$ cat config.mk
export PLATFORM = sky130hd
export DESIGN_NAME = arith_exc_unit
export DESIGN_NICKNAME = d
export VERILOG_FILES = /design/src/rtl/arith_exc_pkg.sv /design/src/rtl/arith_exc_prio.sv /design/src/rtl/arith_exc_classify.sv /design/src/rtl/arith_exc_unit.sv
export SDC_FILE = /design/constraint.sdc
export NUM_CORES = 1
export LEC_CHECK = 0
export ABC_AREA = 1
export BUFFER_PORTS_ARGS = -buffer_cell sky130_fd_sc_hd__buf_2
export CAP_MARGIN = 15
export CORE_UTILIZATION = 40
export CTS_BUF_LIST = sky130_fd_sc_hd__clkbuf_4
export DETAILED_ROUTE_END_ITERATION = 10
export PLACE_DENSITY = 0.68
export RECOVER_POWER = 50
export SYNTH_ARGS = -nofsm -noshare
export SYNTH_HDL_FRONTEND = slang
export SYNTH_HIERARCHICAL = 1
export SYNTH_SLANG_ARGS = --single-unit
$ cat constraint.sdc
create_clock -name clk -period 1.7 [get_ports clk]
set_clock_uncertainty 0.2 [all_clocks]
set_input_delay 0.34 -clock clk [delete_from_list [all_inputs] [get_ports clk]]
set_output_delay 0.34 -clock clk [all_outputs]
set_load 0.02 [all_outputs]
$ cat src/rtl/arith_exc_pkg.sv
package arith_exc_pkg;

  localparam int NCOND  = 8;
  localparam int CODE_W = 4;

  // condition bit positions on the input vector
  localparam int C_INT_OVF = 0;
  localparam int C_INT_DVZ = 1;
  localparam int C_DEC_DVZ = 2;
  localparam int C_DEC_OVF = 3;
  localparam int C_SUBRNG  = 4;
  localparam int C_FLT_OVF = 5;
  localparam int C_FLT_DVZ = 6;
  localparam int C_FLT_UND = 7;

  typedef logic [CODE_W-1:0] code_t;

  // condition examined at a given rank, rank 0 winning
  function automatic int rank_to_cond(input int rank);
    case (rank)
      0:       return C_INT_DVZ;
      1:       return C_DEC_DVZ;
      2:       return C_FLT_DVZ;
      3:       return C_INT_OVF;
      4:       return C_DEC_OVF;
      5:       return C_FLT_OVF;
      6:       return C_FLT_UND;
      default: return C_SUBRNG;
    endcase
  endfunction

  function automatic code_t cond_code(input int idx, input logic legacy);
    case (idx)
      C_INT_OVF: return code_t'(1);
      C_INT_DVZ: return code_t'(2);
      C_DEC_DVZ: return code_t'(4);
      C_DEC_OVF: return code_t'(6);
      C_SUBRNG:  return code_t'(7);
      C_FLT_OVF: return legacy ? code_t'(3) : code_t'(8);
      C_FLT_DVZ: return legacy ? code_t'(4) : code_t'(9);
      default:   return legacy ? code_t'(5) : code_t'(10);
    endcase
  endfunction

  function automatic logic cond_is_fault(input int idx, input logic legacy);
    return (idx >= C_FLT_OVF) && !legacy;
  endfunction

endpackage

$ cat src/rtl/arith_exc_prio.sv
module arith_exc_prio
  import arith_exc_pkg::*;
(
  input  logic [NCOND-1:0] cond,
  input  logic             fu_en,
  output logic [NCOND-1:0] sel,
  output logic             any
);

  logic [NCOND-1:0] enabled;

  always_comb begin
    enabled = cond;
    if (!fu_en) enabled[C_FLT_UND] = 1'b0;
  end

  always_comb begin
    sel = '0;
    any = 1'b0;
    for (int r = 0; r < NCOND; r++) begin
      if (enabled[rank_to_cond(r)] && !any) begin
        sel[rank_to_cond(r)] = 1'b1;
        any = 1'b1;
      end
    end
  end


  always_comb begin
    single_sel_chk: assert ($onehot0(sel));
  end


  always_comb begin
    masked_und_chk: assert (fu_en || !sel[C_FLT_UND]);
  end

endmodule

$ cat src/rtl/arith_exc_classify.sv
module arith_exc_classify
  import arith_exc_pkg::*;
(
  input  logic [NCOND-1:0] sel,
  input  logic             legacy,
  output code_t            code,
  output logic             fault
);

  always_comb begin
    code  = '0;
    fault = 1'b0;
    for (int i = 0; i < NCOND; i++) begin
      if (sel[i]) begin
        code  = code | cond_code(i, legacy);
        fault = fault | cond_is_fault(i, legacy);
      end
    end
  end


  always_comb begin
    legacy_trap_chk: assert (!(legacy && fault));
  end

endmodule

$ cat src/rtl/arith_exc_unit.sv
module arith_exc_unit
  import arith_exc_pkg::*;
#(
  parameter int PC_W  = 32,
  parameter int LEN_W = 5
) (
  input  logic              clk,
  input  logic              rst_n,
  input  logic              in_valid,
  input  logic [PC_W-1:0]   in_pc,
  input  logic [LEN_W-1:0]  in_len,
  input  logic [NCOND-1:0]  in_cond,
  input  logic              fu_en,
  input  logic              legacy_mode,
  output logic              exc_valid,
  output logic [CODE_W-1:0] exc_code,
  output logic              exc_fault,
  output logic [PC_W-1:0]   saved_pc,
  output logic [PC_W-1:0]   next_pc,
  output logic              wb_inhibit
);

  localparam int ADD_W = (PC_W > LEN_W) ? PC_W : LEN_W;

  logic [NCOND-1:0] sel;
  logic             any;
  code_t            code_c;
  logic             fault_c;
  logic             raise;
  logic [PC_W-1:0]  follow_pc;
  logic [ADD_W-1:0] sum_w;

  logic             valid_d, inhib_d;
  logic [PC_W-1:0]  next_d, saved_d;
  logic             valid_q, inhib_q, fault_q;
  logic [PC_W-1:0]  next_q, saved_q;
  code_t            code_q;

  arith_exc_prio u_prio (
    .cond  (in_cond),
    .fu_en (fu_en),
    .sel   (sel),
    .any   (any)
  );

  arith_exc_classify u_class (
    .sel    (sel),
    .legacy (legacy_mode),
    .code   (code_c),
    .fault  (fault_c)
  );

  // next-state logic
  always_comb begin
    sum_w     = ADD_W'(in_pc) + ADD_W'(in_len);
    follow_pc = sum_w[PC_W-1:0];
    raise     = in_valid && any;
    valid_d   = raise;
    inhib_d   = raise && fault_c;
    next_d    = raise ? follow_pc : next_q;
    saved_d   = fault_c ? in_pc : follow_pc;
  end

  // control registers and the readable next-address register
  always_ff @(posedge clk or negedge rst_n) begin
    if (!rst_n) begin
      valid_q <= 1'b0;
      inhib_q <= 1'b0;
      next_q  <= '0;
    end else begin
      valid_q <= valid_d;
      inhib_q <= inhib_d;
      next_q  <= next_d;
    end
  end

  // datapath registers, loaded only when an exception is raised
  always_ff @(posedge clk) begin
    if (raise) begin
      code_q  <= code_c;
      fault_q <= fault_c;
      saved_q <= saved_d;
    end
  end

  assign exc_valid  = valid_q;
  assign exc_code   = code_q;
  assign exc_fault  = fault_q;
  assign saved_pc   = saved_q;
  assign next_pc    = next_q;
  assign wb_inhibit = inhib_q;


  valid_after_strobe_chk: assert property (@(posedge clk) disable iff (!rst_n)
    exc_valid |-> $past(in_valid));


  fault_pc_chk: assert property (@(posedge clk) disable iff (!rst_n)
    (exc_valid && exc_fault) |-> (saved_pc == $past(in_pc)));


  trap_pc_chk: assert property (@(posedge clk) disable iff (!rst_n)
    (exc_valid && !exc_fault) |-> (saved_pc == next_pc));


  inhibit_only_fault_chk: assert property (@(posedge clk) disable iff (!rst_n)
    wb_inhibit |-> (exc_valid && exc_fault));


  legacy_no_fault_chk: assert property (@(posedge clk) disable iff (!rst_n)
    (exc_valid && $past(legacy_mode)) |-> !exc_fault);


  fault_code_range_chk: assert property (@(posedge clk) disable iff (!rst_n)
    (exc_valid && exc_fault) |-> (exc_code >= code_t'(8)));


  hold_when_quiet_chk: assert property (@(posedge clk) disable iff (!rst_n)
    (in_valid && !any) |=> ($stable(saved_pc) && $stable(next_pc)));

endmodule

==> out/results.tsv, run 1 <==
metric	value	unit
antenna violations before repair	0	
CTS Root Cell	clkbuf_4	
GPL Wtd Cong	0.890	
crit path time final	1.71	ns
XOR/XNOR share of the synthesized area	1.91	%
top-count cell post-synth	nand2_1	
PortBufs	120	
1st-iter DRT viols	210	
Die Ht	104	um
# IOs	121	
Reg2Reg Depth	2	
cells after synthesis	562	
WL final	12700	um
leakage	3.10	nW
Seq/Total Area, Yosys	47.4	%
final setup fails	1	
Initial Util	41.7	%
YS warnings	6	
Synth area leaders	edfxtp_1, nand2_1, dfrtp_1, nand3_1, inv_1	
DP Worst Slack	-0.462	ns
clock transition at the registers of the reported paths	0.11	ns
EDFF count, synth	37	
area of the multi-input gates	0.00215	mm^2
Tcrit/Tclk final	101	%
Mapped Nets	618	
Post-Synth Simple-Gate Area	38.6	%
DIE AREA	0.0108	mm^2
Worst-Margin Slew	0.939	ns
Antenna diodes	0	
Syn Std Cell Area	0.00414	mm^2
mux contribution to synthesized area	0	%
count of final hold-check violations	0	
layout cell share with drive strength beyond 1	38.4	%
CP endpoint kind	flop	
critical path's largest stage delay	0.29	ns
WL per Instance	13.9	um
final setup margin	-0.0139	ns
Yosys cell types	29	
Final #Nets	828	
Synth Flop Type	edfxtp_1	
RSZ-0062 raised after global routing	true	
antenna-violating nets left	0	
PwrDens	746	mW/mm^2
Area Overhead vs Synth	46.2	%
largest area contributor in the netlist	edfxtp_1	
total global routing overflow	0	
Fmax achieved	0.583	GHz
critical path startpoint	in_pc[4]	
Vias	4368	
RR Endpoint	next_pc[0]$_DFFE_PN0P_	
CP max FO	4	
Peak VDD IR	0.000456	V
Avg Cell Area, Syn	7.36	um^2
drt drc	0	
largest net degree at the start of global routing	35	
Register Area	0.00196	mm^2
CP max-delay cell	ha_4	
Post-synth ARST share	47.9	%
CTS buffer count	9	
CTS H-Tree Depth	3	
worst-path cell chain	buf_2 -> ha_4 -> nand2_2 -> nor2_1 -> nand2_1 -> o21ai_2 -> nand2_1 -> nand3_4 -> o21ai_2	
# fillers	922	
WP data required	1.70	ns
Reg-to-Reg Start	next_pc[0]$_DFFE_PN0P_	
total of max-cap violations	0	
slew margin rel.	37.4	%
critical path launch point type	input port	
CTS tree	yes	
Synth top cells by count	nand2_1, inv_1, nor2_1	
post-synthesis compound-gate area fraction	3.33	%
largest family of logic cells by synthesized area	simple AND/OR/NAND/NOR gates	
row count	36	
worst setup path endpoint	saved_pc[12]$_DFFE_PP_	
top cell type's share of synthesized area	26.9	%
Final Max Tran Viols	0	
clock net sink count	71	
worst endpoint data arrival time	1.71	ns
Placement Cell Area	0.00559	mm^2
die width	104	um
flops & latches, synth	71	
failing checks	setup timing	
first-pass GRT wire length	19700	um
gr usage total	23.3	%
DP HPWL	9220	um
outcome	complete, but fails checks	
clock latency at the later pin of the worst-skew pair	0.45	ns
critical path class	in -> reg	
total power	4.51	mW
r2r setup slk	0.84	ns
number of global-route vias before repair	4178	
CORE AREA	0.00991	mm^2
Post-Layout Inst Area	0.00605	mm^2
final core utilization	61.0	%
Hold WC Path Type	in -> reg	
Post-Synth Adder-Cell Area	2.00	%
Via-to-Cell Ratio	4.80	
Max Root-Sink Buffers	2	
Pre-antenna DRT Iters	5	
[critical path: cells and delay by family]
| family | cells | cell delay (ns) |
|---|---|---|
| AO/OA/AOI/OAI | 2 | 0.34 |
| buffers and inverters | 1 | 0.12 |
| AND/OR/NAND/NOR | 5 | 0.62 |
| adder cells (fa/ha/maj) | 1 | 0.29 |
[kinds of logic (layout without fill, tap and decap cells)]
| logic type | Yosys count | after routing |
|---|---|---|
| AND/OR/NAND/NOR | 379 | 379 |
| AO/OA/AOI/OAI | 26 | 26 |
| buffers and inverters | 71 | 286 |
| flip-flops | 71 | 71 |
| XOR/XNOR | 9 | 9 |
| adder cells (fa/ha/maj) | 6 | 6 |
[area by class of cell]
type / count / share of cell area (%)
timing repair buffer: 214 / 23.2
clock buffer: 11 / 1.37
tap: 133 / 2.75
multi-input combinational: 420 / 35.6
clock inverter: 5 / 1.20
inverter: 56 / 3.54
sequential: 71 / 32.4
[sequential cells by signal, indices dropped and copies added (netlist names)]
signal / cells
exc_code: 4
exc_fault: 1
exc_valid: 1
next_pc: 32
saved_pc: 32
wb_inhibit: 1
[report_power, final]
| part | internal (mW) | total [mW] | switching (mW) |
|---|---|---|---|
| combinational | 0.470 | 1.22 | 0.746 |
| sequential | 2.01 | 2.07 | 0.0662 |
| clock | 0.618 | 1.23 | 0.607 |
[how the worst min path moves through the flow]
stage / start / endpoint / slack, ns / cells after the start
after floorplan: rst_n / exc_valid$_DFF_PN0_ / -0.16 / 0
after global placement: rst_n / next_pc[19]$_DFFE_PN0P_ / 0.21 / 2
after detailed placement: rst_n / next_pc[14]$_DFFE_PN0P_ / 0.22 / 2
after CTS: in_pc[26] / saved_pc[26]$_DFFE_PP_ / 0.0007 / 3
after global routing: in_pc[0] / saved_pc[0]$_DFFE_PP_ / 0.01 / 3
final: in_pc[26] / saved_pc[26]$_DFFE_PP_ / 0.02 / 3
[per-layer routing]
metal	global-route usage (%)	vias up	part of all wire, %
li1	-	2204	-
met1	29.4	2025	45
met2	39.2	116	49
met3	3.65	23	3.6
met4	10.9	0	2.5
met5	0	-	0
[metrics by stage]
stage / TNS (ns) / std cells / hold WS, ns
4_1_cts: 0 / 901 / 0.000683
6_report: -0.0139 / 910 / 0.0200
3_3_place_gp: -25.14 / 881 / 0.209
3_5_place_dp: -29.00 / 881 / 0.220
2_1_floorplan: -5.76 / 562 / -0.156
5_1_grt: -0.662 / 910 / 0.0106
[cell usage in the layout (no fill, tap or decap), drive strengths merged]
master	n
nand3	48
edfxtp	37
and2	1
a21oi	1
clkinv	4
nor2	57
o21ai	25
nor3	2
inv	55
buf	205
bufinv	2
nand3b	4
ha	5
xnor2	3
clkbuf	16
dlygate4sd3	4
xor2	6
nand4	8
nor4	1
dfrtp	34
nand2	258
fa	1
[repair_timing]
action                                  in CTS  in global routing
endpoints found under the setup margin       0                 34
hold endpoints to repair                    37                  0
hold buffers                                 4                  0
gates resized for setup                      0                 49
buffers inserted                             0                  6
No activity file was read; power rests on OpenSTA's default activity.
==> run 2: changes to the inputs <==
Settings changed: BUFFER_PORTS_ARGS -buffer_cell sky130_fd_sc_hd__buf_2 to not set, DONT_BUFFER_PORTS set to 1, PLACE_DENSITY 0.68 to 0.58.
==> run 2 against run 1 <==
  * The flow now finishes without violations
  * Non-clock buffer count is 127 lower
  * Via count fell by 10%
  * Sequential share of layout area up 5.0 points
  * Cell area is 13% lower
  * Largest cell class unchanged
  * Die area did not move
==> out/results.tsv, run 2 (synthesis results as in run 1) <==
metric	value	unit	change
layout cell share with drive strength beyond 1	15.8	%	-23 points
M2 GR Usage	38.0	%	-1.2 points
RSZ-0062 raised after global routing	false		
first-pass GRT wire length	19600	um	-0.81%
WHS Path Cells	3		unchanged
Flop pwr share	57.3	%	+11 points
row count	36		unchanged
CTS buffer count	9		unchanged
CTS H-Tree Depth	3		unchanged
worst endpoint data arrival time	1.72	ns	about the same
1st-iter DRT viols	275		+31%
met1 usage	30.8	%	+1.4 points
Cell Count, Final, Fillers Out	783		-14%
Internal	2.76	mW	-11%
Hold WC Path Type	in -> reg		
CORE AREA	0.00991	mm^2	unchanged
CP top delay family	simple AND/OR/NAND/NOR gates		
WP data required	1.83	ns	+0.13 ns
gr usage total	23.6	%	+0.27 points
slew margin rel.	37.9	%	+0.47 points
Antenna diodes	0		unchanged
Initial Util	41.7	%	unchanged
Vias	3925		-10%
Via-to-Cell Ratio	5.01		+4.4%
leakage	2.48	nW	-20%
combinational share of power	16.1	%	-11 points
CTS tree	yes		
crit path time final	1.60	ns	-0.115 ns
count of final hold-check violations	0		unchanged
largest net degree at the start of global routing	35		unchanged
Reg2Reg Depth	2		unchanged
Reg-to-Reg Start	next_pc[7]$_DFFE_PN0P_		
Pre-antenna DRT Iters	4		-1
final setup fails	0		-1
clock latency at the later pin of the worst-skew pair	0.43	ns	-0.02 ns
Area Overhead vs Synth	26.8	%	
Tcrit/Tclk final	94.0	%	-6.8 points
Max Root-Sink Buffers	2		unchanged
critical path launch point type	input port		
antenna-violating nets left	0		unchanged
WL per Instance	15.4	um	+11%
WL final	12100	um	-4.5%
DIE AREA	0.0108	mm^2	unchanged
clock net sink count	71		unchanged
met3 track utilization from global routing	5.16	%	+1.5 points
number of global-route vias before repair	3758		-10%
# IOs	121		unchanged
PwrDens	776	mW/mm^2	+4.0%
Fmax achieved	0.625	GHz	+7.2%
WP buf/inv	4		+3
clock power share	26.6	%	-0.5 points
total of max-cap violations	0		unchanged
most frequent cells in the layout	nand2_1, inv_1, nor2_1		
RR Endpoint	next_pc[7]$_DFFE_PN0P_		
Hold EP	exc_code[1]$_DFFE_PP_		
Final Max Tran Viols	0		unchanged
Peak VDD IR	0.000331	V	-27%
gr busiest metal	met2		
DP HPWL	8620	um	-6.6%
Sw Pwr	1.31	mW	-7.8%
critical path class	in -> reg		
GPL Wtd Cong	0.861		-3.2%
clock transition at the registers of the reported paths	0.11	ns	about the same
antenna violations before repair	0		unchanged
Final #Nets	701		-15%
drt drc	0		unchanged
final core utilization	52.9	%	-8.1 points
CTS Root Cell	clkbuf_4		
dpl cells	726		-18%
worst-path cell chain	nor2_4 -> buf_4 -> nand3_4 -> nor2_4 -> clkbuf_4 -> nand4_1 -> nand2_1 -> clkinvlp_2 -> buf_4 -> nand3_1 -> nand2_1		
total global routing overflow	0		unchanged
CP max-delay cell	buf_4		
sw frac	32.2	%	+0.70 points
critical path's largest stage delay	0.26	ns	-0.03 ns
outcome	completed		
Die Ht	104	um	unchanged
CP endpoint kind	flop		
PortBufs	0		-100%
die width	104	um	unchanged
CP max FO	33		+29
most common cell after layout, fill and taps aside	nand2_1		
r2r setup slk	0.72	ns	-0.12 ns
Worst-Margin Slew	0.932	ns	-0.00701 ns
min-delay src	legacy_mode		
run 2: cell types whose count changed in the layout (fill, tap and decap cells not counted), sizes merged:
cell | previous run | this run
inv | 55 | 54
buf | 205 | 46
dlygate4sd3 | 4 | 38
clkbuf | 16 | 13
bufinv | 2 | 1
clkinvlp | 0 | 2
dlymetal6s4s | 0 | 1
run 2: final cells by class:
class | instances | area [um^2]
flip-flops and latches | 71 | 1960
repair buffers | 87 | 763
inverters | 56 | 213
clock buffers | 11 | 82.6
clock inverters | 5 | 48.8
fillers | 991 | 4670
multi-input cells | 420 | 2010
well taps | 133 | 166
run 2: worst max-delay path by stage:
stage,from,end,cells past startpoint
6_report,in_cond[2],next_pc[27]$_DFFE_PN0P_,11
5_1_grt,in_pc[4],next_pc[20]$_DFFE_PN0P_,11
4_1_cts,legacy_mode,exc_code[1]$_DFFE_PP_,6
3_5_place_dp,in_pc[0],saved_pc[30]$_DFFE_PP_,10
3_3_place_gp,in_pc[3],saved_pc[10]$_DFFE_PP_,11
2_1_floorplan,in_cond[2],saved_pc[15]$_DFFE_PP_,9
run 2: tightest hold or removal path: stages:
cell	delay, ns
nor2_1	0.11
nor2_1	0.06
nand2_1	0.05
run 2: through the flow:
stage	power (mW)	setup WS [ns]	instance area (um^2)	TNS, ns	hold slack (ns)
floorplan	2.72	-0.248	4280	-5.76	-0.156
global placement	2.91	-0.284	4720	-11.22	-0.155
detailed placement	2.93	-0.328	4720	-13.76	-0.155
CTS	4.11	0.00962	5280	0	0.00307
global route	4.28	0.00892	5240	0	0.0215
finish	4.07	0.101	5240	0	0.0180
run 2: power groups by stage:
stage	sequential (mW)	clock [mW]	combinational, mW
final	2.33	1.08	0.656
after global routing	2.35	1.18	0.748
after CTS	2.34	1.11	0.672
after detailed placement	2.37	0	0.556
after global placement	2.37	0	0.540
after floorplan	2.34	0	0.388
run 2: what timing repair did:
action	CTS	global route
gates resized for setup	0	4
endpoints found under the setup margin	0	1
hold buffers	41	0
endpoints found under the hold margin	95	0
buffers inserted	0	1
run 2: per-layer routing:
metal | vias up | wire length, um
met5 | - | 0
met4 | 0 | 256
met3 | 18 | 712
met2 | 130 | 5610
met1 | 1833 | 5510
li1 | 1944 | -
